===== src/rtl/fifo_chain_pkg.sv =====
package fifo_chain_pkg;
  // Pair of one-cycle wrap strobes sent from a segment to its ring neighbour.
  typedef struct packed {
    logic wr;   // write token handed over
    logic rd;   // read token handed over
  } wrap_t;
endpackage


===== src/rtl/seg_store.sv =====
// Simple dual-port storage with a registered read port (block-RAM friendly).
module seg_store #(
  parameter int DATA_W = 9,
  parameter int DEPTH  = 16,
  parameter int AW     = 4
) (
  input  logic              clk,
  input  logic              we,
  input  logic [AW-1:0]     waddr,
  input  logic [DATA_W-1:0] wdata,
  input  logic              re,
  input  logic [AW-1:0]     raddr,
  output logic [DATA_W-1:0] rdata
);
  logic [DATA_W-1:0] mem [DEPTH];

  always_ff @(posedge clk) begin
    if (we) mem[waddr] <= wdata;
    if (re) rdata <= mem[raddr];
  end
endmodule


===== src/rtl/seg_ctrl.sv =====
// Token, pointer and occupancy control of one ring segment.
module seg_ctrl
  import fifo_chain_pkg::*;
#(
  parameter int DEPTH   = 16,
  parameter int AW      = 4,
  parameter bit CHAINED = 1'b1
) (
  input  logic          clk,
  input  logic          rst,
  input  logic          lead_n,
  input  logic          wr_en,
  input  logic          rd_en,
  input  wrap_t         xi,
  output wrap_t         xo,
  output logic          wr_go,
  output logic          rd_go,
  output logic [AW-1:0] wptr,
  output logic [AW-1:0] rptr,
  output logic          full_o,
  output logic          empty_o,
  output logic          valid_o,
  output logic          wtok_o,
  output logic          rtok_o
);
  localparam int CW = $clog2(DEPTH + 1);
  localparam logic [AW-1:0] LAST = AW'(DEPTH - 1);

  logic          wtok, rtok;
  logic [CW-1:0] cnt;
  logic          loc_full, loc_empty, wr_last, rd_last;

  assign loc_full  = (cnt == CW'(DEPTH));
  assign loc_empty = (cnt == '0);
  assign wr_last   = (wptr == LAST);
  assign rd_last   = (rptr == LAST);

  assign wr_go = wr_en & wtok & ~loc_full;
  assign rd_go = rd_en & rtok & ~loc_empty;

  // Strobes coincide with the wrapping access so no cycle is left tokenless.
  assign xo.wr = CHAINED & wr_go & wr_last;
  assign xo.rd = CHAINED & rd_go & rd_last;

  // Flags are reported only by the token owner; the chain ORs them.
  assign full_o  = wtok & loc_full;
  assign empty_o = rtok & loc_empty;
  assign wtok_o  = wtok;
  assign rtok_o  = rtok;

  always_ff @(posedge clk) begin
    if (rst) begin
      wptr    <= '0;
      rptr    <= '0;
      cnt     <= '0;
      wtok    <= ~lead_n;
      rtok    <= ~lead_n;
      valid_o <= 1'b0;
    end else begin
      if (wr_go) wptr <= wr_last ? '0 : wptr + 1'b1;
      if (rd_go) rptr <= rd_last ? '0 : rptr + 1'b1;

      if (wr_go && !rd_go)      cnt <= cnt + 1'b1;
      else if (!wr_go && rd_go) cnt <= cnt - 1'b1;

      if (CHAINED) begin
        if (xi.wr)      wtok <= 1'b1;
        else if (xo.wr) wtok <= 1'b0;
        if (xi.rd)      rtok <= 1'b1;
        else if (xo.rd) rtok <= 1'b0;
      end

      valid_o <= rd_go;
    end
  end

  assert_cnt_bound_R3: assert property (@(posedge clk) disable iff (rst)
    cnt <= CW'(DEPTH));

  assert_wr_handoff_R5: assert property (@(posedge clk) disable iff (rst)
    xi.wr |-> (wptr == '0 && !wtok));

  assert_wr_release_R5: assert property (@(posedge clk) disable iff (rst)
    xo.wr |=> !wtok);

  assert_rd_handoff_R6: assert property (@(posedge clk) disable iff (rst)
    xi.rd |-> (rptr == '0 && !rtok));

  assert_rd_release_R6: assert property (@(posedge clk) disable iff (rst)
    xo.rd |=> !rtok);

  assert_idle_wptr_R7: assert property (@(posedge clk) disable iff (rst)
    !wtok |=> $stable(wptr));

  assert_valid_owner_R7: assert property (@(posedge clk) disable iff (rst)
    valid_o |-> $past(rtok));
endmodule


===== src/rtl/chain_seg.sv =====
// One ring segment: control plus local storage.
module chain_seg
  import fifo_chain_pkg::*;
#(
  parameter int DATA_W  = 9,
  parameter int DEPTH   = 16,
  parameter bit CHAINED = 1'b1
) (
  input  logic              clk,
  input  logic              rst,
  input  logic              lead_n,
  input  logic              wr_en,
  input  logic [DATA_W-1:0] wr_data,
  input  logic              rd_en,
  input  wrap_t             xi,
  output wrap_t             xo,
  output logic [DATA_W-1:0] dout,
  output logic              valid_o,
  output logic              full_o,
  output logic              empty_o,
  output logic              wtok_o,
  output logic              rtok_o
);
  localparam int AW = (DEPTH > 1) ? $clog2(DEPTH) : 1;

  logic          wr_go, rd_go;
  logic [AW-1:0] wptr, rptr;

  seg_ctrl #(.DEPTH(DEPTH), .AW(AW), .CHAINED(CHAINED)) u_ctrl (
    .clk     (clk),
    .rst     (rst),
    .lead_n  (lead_n),
    .wr_en   (wr_en),
    .rd_en   (rd_en),
    .xi      (xi),
    .xo      (xo),
    .wr_go   (wr_go),
    .rd_go   (rd_go),
    .wptr    (wptr),
    .rptr    (rptr),
    .full_o  (full_o),
    .empty_o (empty_o),
    .valid_o (valid_o),
    .wtok_o  (wtok_o),
    .rtok_o  (rtok_o)
  );

  seg_store #(.DATA_W(DATA_W), .DEPTH(DEPTH), .AW(AW)) u_store (
    .clk   (clk),
    .we    (wr_go),
    .waddr (wptr),
    .wdata (wr_data),
    .re    (rd_go),
    .raddr (rptr),
    .rdata (dout)
  );
endmodule


===== src/rtl/fifo_chain.sv =====
// Ring of SEGS segments forming one queue of SEGS*DEPTH words.
module fifo_chain
  import fifo_chain_pkg::*;
#(
  parameter int DATA_W = 9,
  parameter int DEPTH  = 16,
  parameter int SEGS   = 3
) (
  input  logic              clk,
  input  logic              rst,
  input  logic              wr_en,
  input  logic [DATA_W-1:0] wr_data,
  input  logic              rd_en,
  output logic [DATA_W-1:0] rd_data,
  output logic              rd_valid,
  output logic              full,
  output logic              empty
);
  localparam bit CHAINED = (SEGS > 1);

  wrap_t             xo_v   [SEGS];
  logic [DATA_W-1:0] dout_v [SEGS];
  logic [SEGS-1:0]   valid_v, full_v, empty_v, wtok_v, rtok_v;

  for (genvar g = 0; g < SEGS; g++) begin : g_seg
    chain_seg #(.DATA_W(DATA_W), .DEPTH(DEPTH), .CHAINED(CHAINED)) u_seg (
      .clk     (clk),
      .rst     (rst),
      .lead_n  ((g == 0) ? 1'b0 : 1'b1),
      .wr_en   (wr_en),
      .wr_data (wr_data),
      .rd_en   (rd_en),
      .xi      (xo_v[(g + SEGS - 1) % SEGS]),
      .xo      (xo_v[g]),
      .dout    (dout_v[g]),
      .valid_o (valid_v[g]),
      .full_o  (full_v[g]),
      .empty_o (empty_v[g]),
      .wtok_o  (wtok_v[g]),
      .rtok_o  (rtok_v[g])
    );
  end

  always_comb begin
    rd_data = '0;
    for (int k = 0; k < SEGS; k++)
      if (valid_v[k]) rd_data = rd_data | dout_v[k];
  end

  assign rd_valid = |valid_v;
  assign full     = |full_v;
  assign empty    = |empty_v;

  assert_one_wtok_R5: assert property (@(posedge clk) disable iff (rst)
    $countones(wtok_v) == 1);

  assert_one_rtok_R6: assert property (@(posedge clk) disable iff (rst)
    $countones(rtok_v) == 1);

  assert_single_source_R7: assert property (@(posedge clk) disable iff (rst)
    $onehot0(valid_v));

  assert_flag_excl_R3: assert property (@(posedge clk) disable iff (rst)
    !(full && empty));
endmodule


===== config.mk =====
export PLATFORM = sky130hd
export DESIGN_NAME = fifo_chain
export DESIGN_NICKNAME = d
export VERILOG_FILES = /design/src/rtl/fifo_chain_pkg.sv /design/src/rtl/seg_store.sv /design/src/rtl/seg_ctrl.sv /design/src/rtl/chain_seg.sv /design/src/rtl/fifo_chain.sv
export SDC_FILE = /design/constraint.sdc
export NUM_CORES = 1
export LEC_CHECK = 0
export ABC_AREA = 1
export BUFFER_PORTS_ARGS = -buffer_cell sky130_fd_sc_hd__clkbuf_2
export CORE_MARGIN = 2
export CORE_UTILIZATION = 65
export DETAILED_ROUTE_END_ITERATION = 12
export PLACE_DENSITY = 0.94
export SETUP_SLACK_MARGIN = 0.15
export SYNTH_ARGS = -nofsm -noshare
export SYNTH_HDL_FRONTEND = slang
export SYNTH_SLANG_ARGS = --single-unit
export TNS_END_PERCENT = 1

===== constraint.sdc =====
create_clock -name clk -period 4.15 [get_ports clk]
set_input_delay 0.83 -clock clk [delete_from_list [all_inputs] [get_ports clk]]
set_output_delay 0.83 -clock clk [all_outputs]
set_load 0.03 [all_outputs]

==> out/qor.yml <==
fmax_mhz: 342
critPathSlowestCell: "dfxtp_1"
syn-cell-area_sq_um: 21800
placed_cell_area_sq_um: 22100
intPower_mw: 8.90
crit_required_ns: 3.32
clock_path_buffers: 3
critPathMaxStageDelay_ns: 0.38
final_cell_mix: "nand2_1, edfxtp_1, nor2_1, inv_1, nand3_1"
core_sq_um: 33300
drive_gt1_share_pct: 6.83
avgSynthCellArea_sq_um: 10.4
drtAntennaViolNets: 0
fin_nets: 2142
place.gp.congestion: 0.921
vias: 15500
netlist_instances: 2093
grt_pass1_vias: 15000
drt_pass1_iterations: 10
port_buffers: 24
crit_family: "simple AND/OR/NAND/NOR gates"
die-area_sq_um: 35000
p_sw_share_pct: 24.8
gr-total-overflow: 0
cts_buffers: 48
clkTransAtPathRegs_ns: 0.06
wire_per_inst_um: 20.1
grt_pass1_wl_um: 81000
cts_tree: "yes"
setup-violations-final: 0
vias_per_cell: 6.00
min_period_over_period_pct: 70.5
crit_path_max_fanout: 7
pwr-share-seq_pct: 48.9
crit_buf_inv: 1
p_comb_share_pct: 11.1
hold_buffers: 0
antenna_found_initial: 1
final_common_cell: "nand2_1"
slew_headroom_pct: 18.2
synth.distinct_cells: 30
remaining_drc_errors: 0
p_switching_mw: 2.94
status: "finished clean"
die_w_um: 187
layout_min_cycle_time_ns: 2.92
worst_slew_pin_slew_ns: 1.22
ys_seq_elements: 507
crit_chain: "nor2_2 -> nand4_2 -> nand2b_1 -> o211ai_1 -> clkbuf_2"
post_cts.repair.setup_buffers: 0
synth_seq_area_share_pct: 67.7
rsz0062_at_grt: "false"
fin_skew_ns: 0.0414
startpoint_type: "flop"
power_leakage_nw: 9.21
grt_max_degree: 76
cts_htree_levels: 2
syn_nets: 2136
cts.sinks: 507
wl_um: 52100
start_util_pct: 65.4
pin_count: 25
cts_root_buffer: "clkbuf_16"
clk_latency_ns: 0.57
dp_hpwl_um: 31200
finalInstanceArea_sq_um: 23800
finalHoldViolCount: 0
drv_slew: 0
track_usage_pct: 29.9
cp.arrival_ns: 2.09
area_growth_pct: 9.35
cp-end-kind: "output pin"
die_h_um: 187
drtIter0Drc: 2422
drv_cap: 0
min_path_type: "flop to flop"
peakVddDrop_uv: 392
cts_resized: 0
setup_tns_ns: 0
yosys_warnings: 0
clock_power_share_pct: 40.0
num_rows: 67
crit_type: "flop to output pin"
p_per_area_nw_per_um2: 497
## registers in the layout, summed over array words and instances, names as in the netlist
register and cells:
g_seg.u_seg.u_ctrl.wptr 12, g_seg.u_seg.u_ctrl.cnt 15, g_seg.u_seg.u_store.rdata 27, g_seg.u_seg.u_store.mem 432
g_seg.u_seg.u_ctrl.wtok_o 3, g_seg.u_seg.u_ctrl.rtok_o 3, g_seg.u_seg.u_ctrl.rptr 12, g_seg.u_seg.u_ctrl.valid_o 3
## stage by stage
step / util (%) / power (mW) / hold slack (ns) / std cells / setup WS, ns
after floorplan: - / 6.74 / 0.440 / 2093 / 1.78
after CTS: 71.5 / 11.8 / 0.495 / 2587 / 1.30
after global placement: 66.3 / 7.04 / 0.457 / 2497 / 1.45
after global routing: 71.5 / 12.2 / 0.511 / 2587 / 1.17
after detailed placement: 66.3 / 7.12 / 0.468 / 2497 / 1.27
final: 71.5 / 11.8 / 0.498 / 2588 / 1.23
## synth_stat cells
library cell	count	area, sq um
nand3b_1	1	7.51
nand2_2	1	6.26
nand2_1	661	2480
o21ai_1	81	405
clkbuf_1	21	78.8
or2_2	3	18.8
xor2_1	12	105
inv_1	150	563
o211ai_1	2	15.0
nor3_1	3	15.0
nand4_1	13	81.3
clkinv_1	3	11.3
buf_2	29	145
dfxtp_1	48	961
nor2_2	5	31.3
clkbuf_2	1	5.00
ha_1	27	338
o21ai_0	73	365
buf_4	16	120
nand4_2	6	75.1
buf_1	5	18.8
inv_2	9	33.8
nand3_1	147	736
fa_1	3	60.1
nand2b_1	1	6.26
a21oi_1	24	120
buf_6	12	135
or3_1	1	6.26
nor2_1	276	1040
edfxtp_1	459	13800
## final cells by class
| type | count | area, sq um |
|---|---|---|
| Sequential cell | 507 | 14700 |
| Fill cell | 2043 | 9480 |
| Multi-Input combinational cell | 1340 | 5910 |
| Clock buffer | 63 | 1340 |
| Inverter | 162 | 608 |
| Tap cell | 448 | 561 |
| Clock inverter | 27 | 392 |
| Timing Repair Buffer | 40 | 240 |
| Antenna cell | 1 | 2.50 |
## power groups by stage
| stage | logic (mW) | clock network [mW] | registers (mW) |
|---|---|---|---|
| 2_1_floorplan | 0.894 | 0 | 5.85 |
| 3_3_place_gp | 1.16 | 0 | 5.88 |
| 3_5_place_dp | 1.24 | 0 | 5.89 |
| 4_1_cts | 1.27 | 4.76 | 5.78 |
| 5_1_grt | 1.40 | 4.95 | 5.79 |
| 6_report | 1.31 | 4.74 | 5.79 |
## layer usage
metal	up-vias	track usage (%)	share of wire (%)
met5	-	0	0
met4	0	13.2	4.4
met3	187	6.32	11
met2	1080	49.1	47
met1	7288	39.0	37
li1	6967	-	-
## cell families after synthesis
group	count (synthesis)	share of synthesized area [%]
fa+ha+maj	30	1.83
flops	507	67.7
compound gates	180	4.16
buf+inv	246	5.10
simple gates	1118	20.7
xor+xnor	12	0.483
## path summary, 6_finish.rpt
check / end / start / depth (start not counted) / slack [ns]
worst min-delay path: g_seg[0].u_seg.u_ctrl.rtok_o / g_seg[0].u_seg.u_ctrl.rtok_o / 2 / 0.50
worst min register to register: g_seg[0].u_seg.u_ctrl.rtok_o / g_seg[0].u_seg.u_ctrl.rtok_o / 2 / 0.50
worst max register to register: g_seg[0].u_seg.u_ctrl.cnt[4] / g_seg[0].u_seg.u_ctrl.cnt[0] / 13 / 1.54
worst max-delay path: full / g_seg[0].u_seg.u_ctrl.cnt[0] / 5 / 1.23
## worst register-to-register path: stages, from the launching register on
cell	delay [ns]
dfxtp_1	0.38
nor2_2	0.20
nand4_2	0.25
nand2_2	0.24
inv_2	0.09
ha_1	0.23
inv_1	0.17
ha_1	0.30
or2_2	0.34
nand2_1	0.08
nand2_1	0.06
nand2_1	0.07
nand2_1	0.05
a21oi_1	0.11
(Power assumes the default switching activity.)
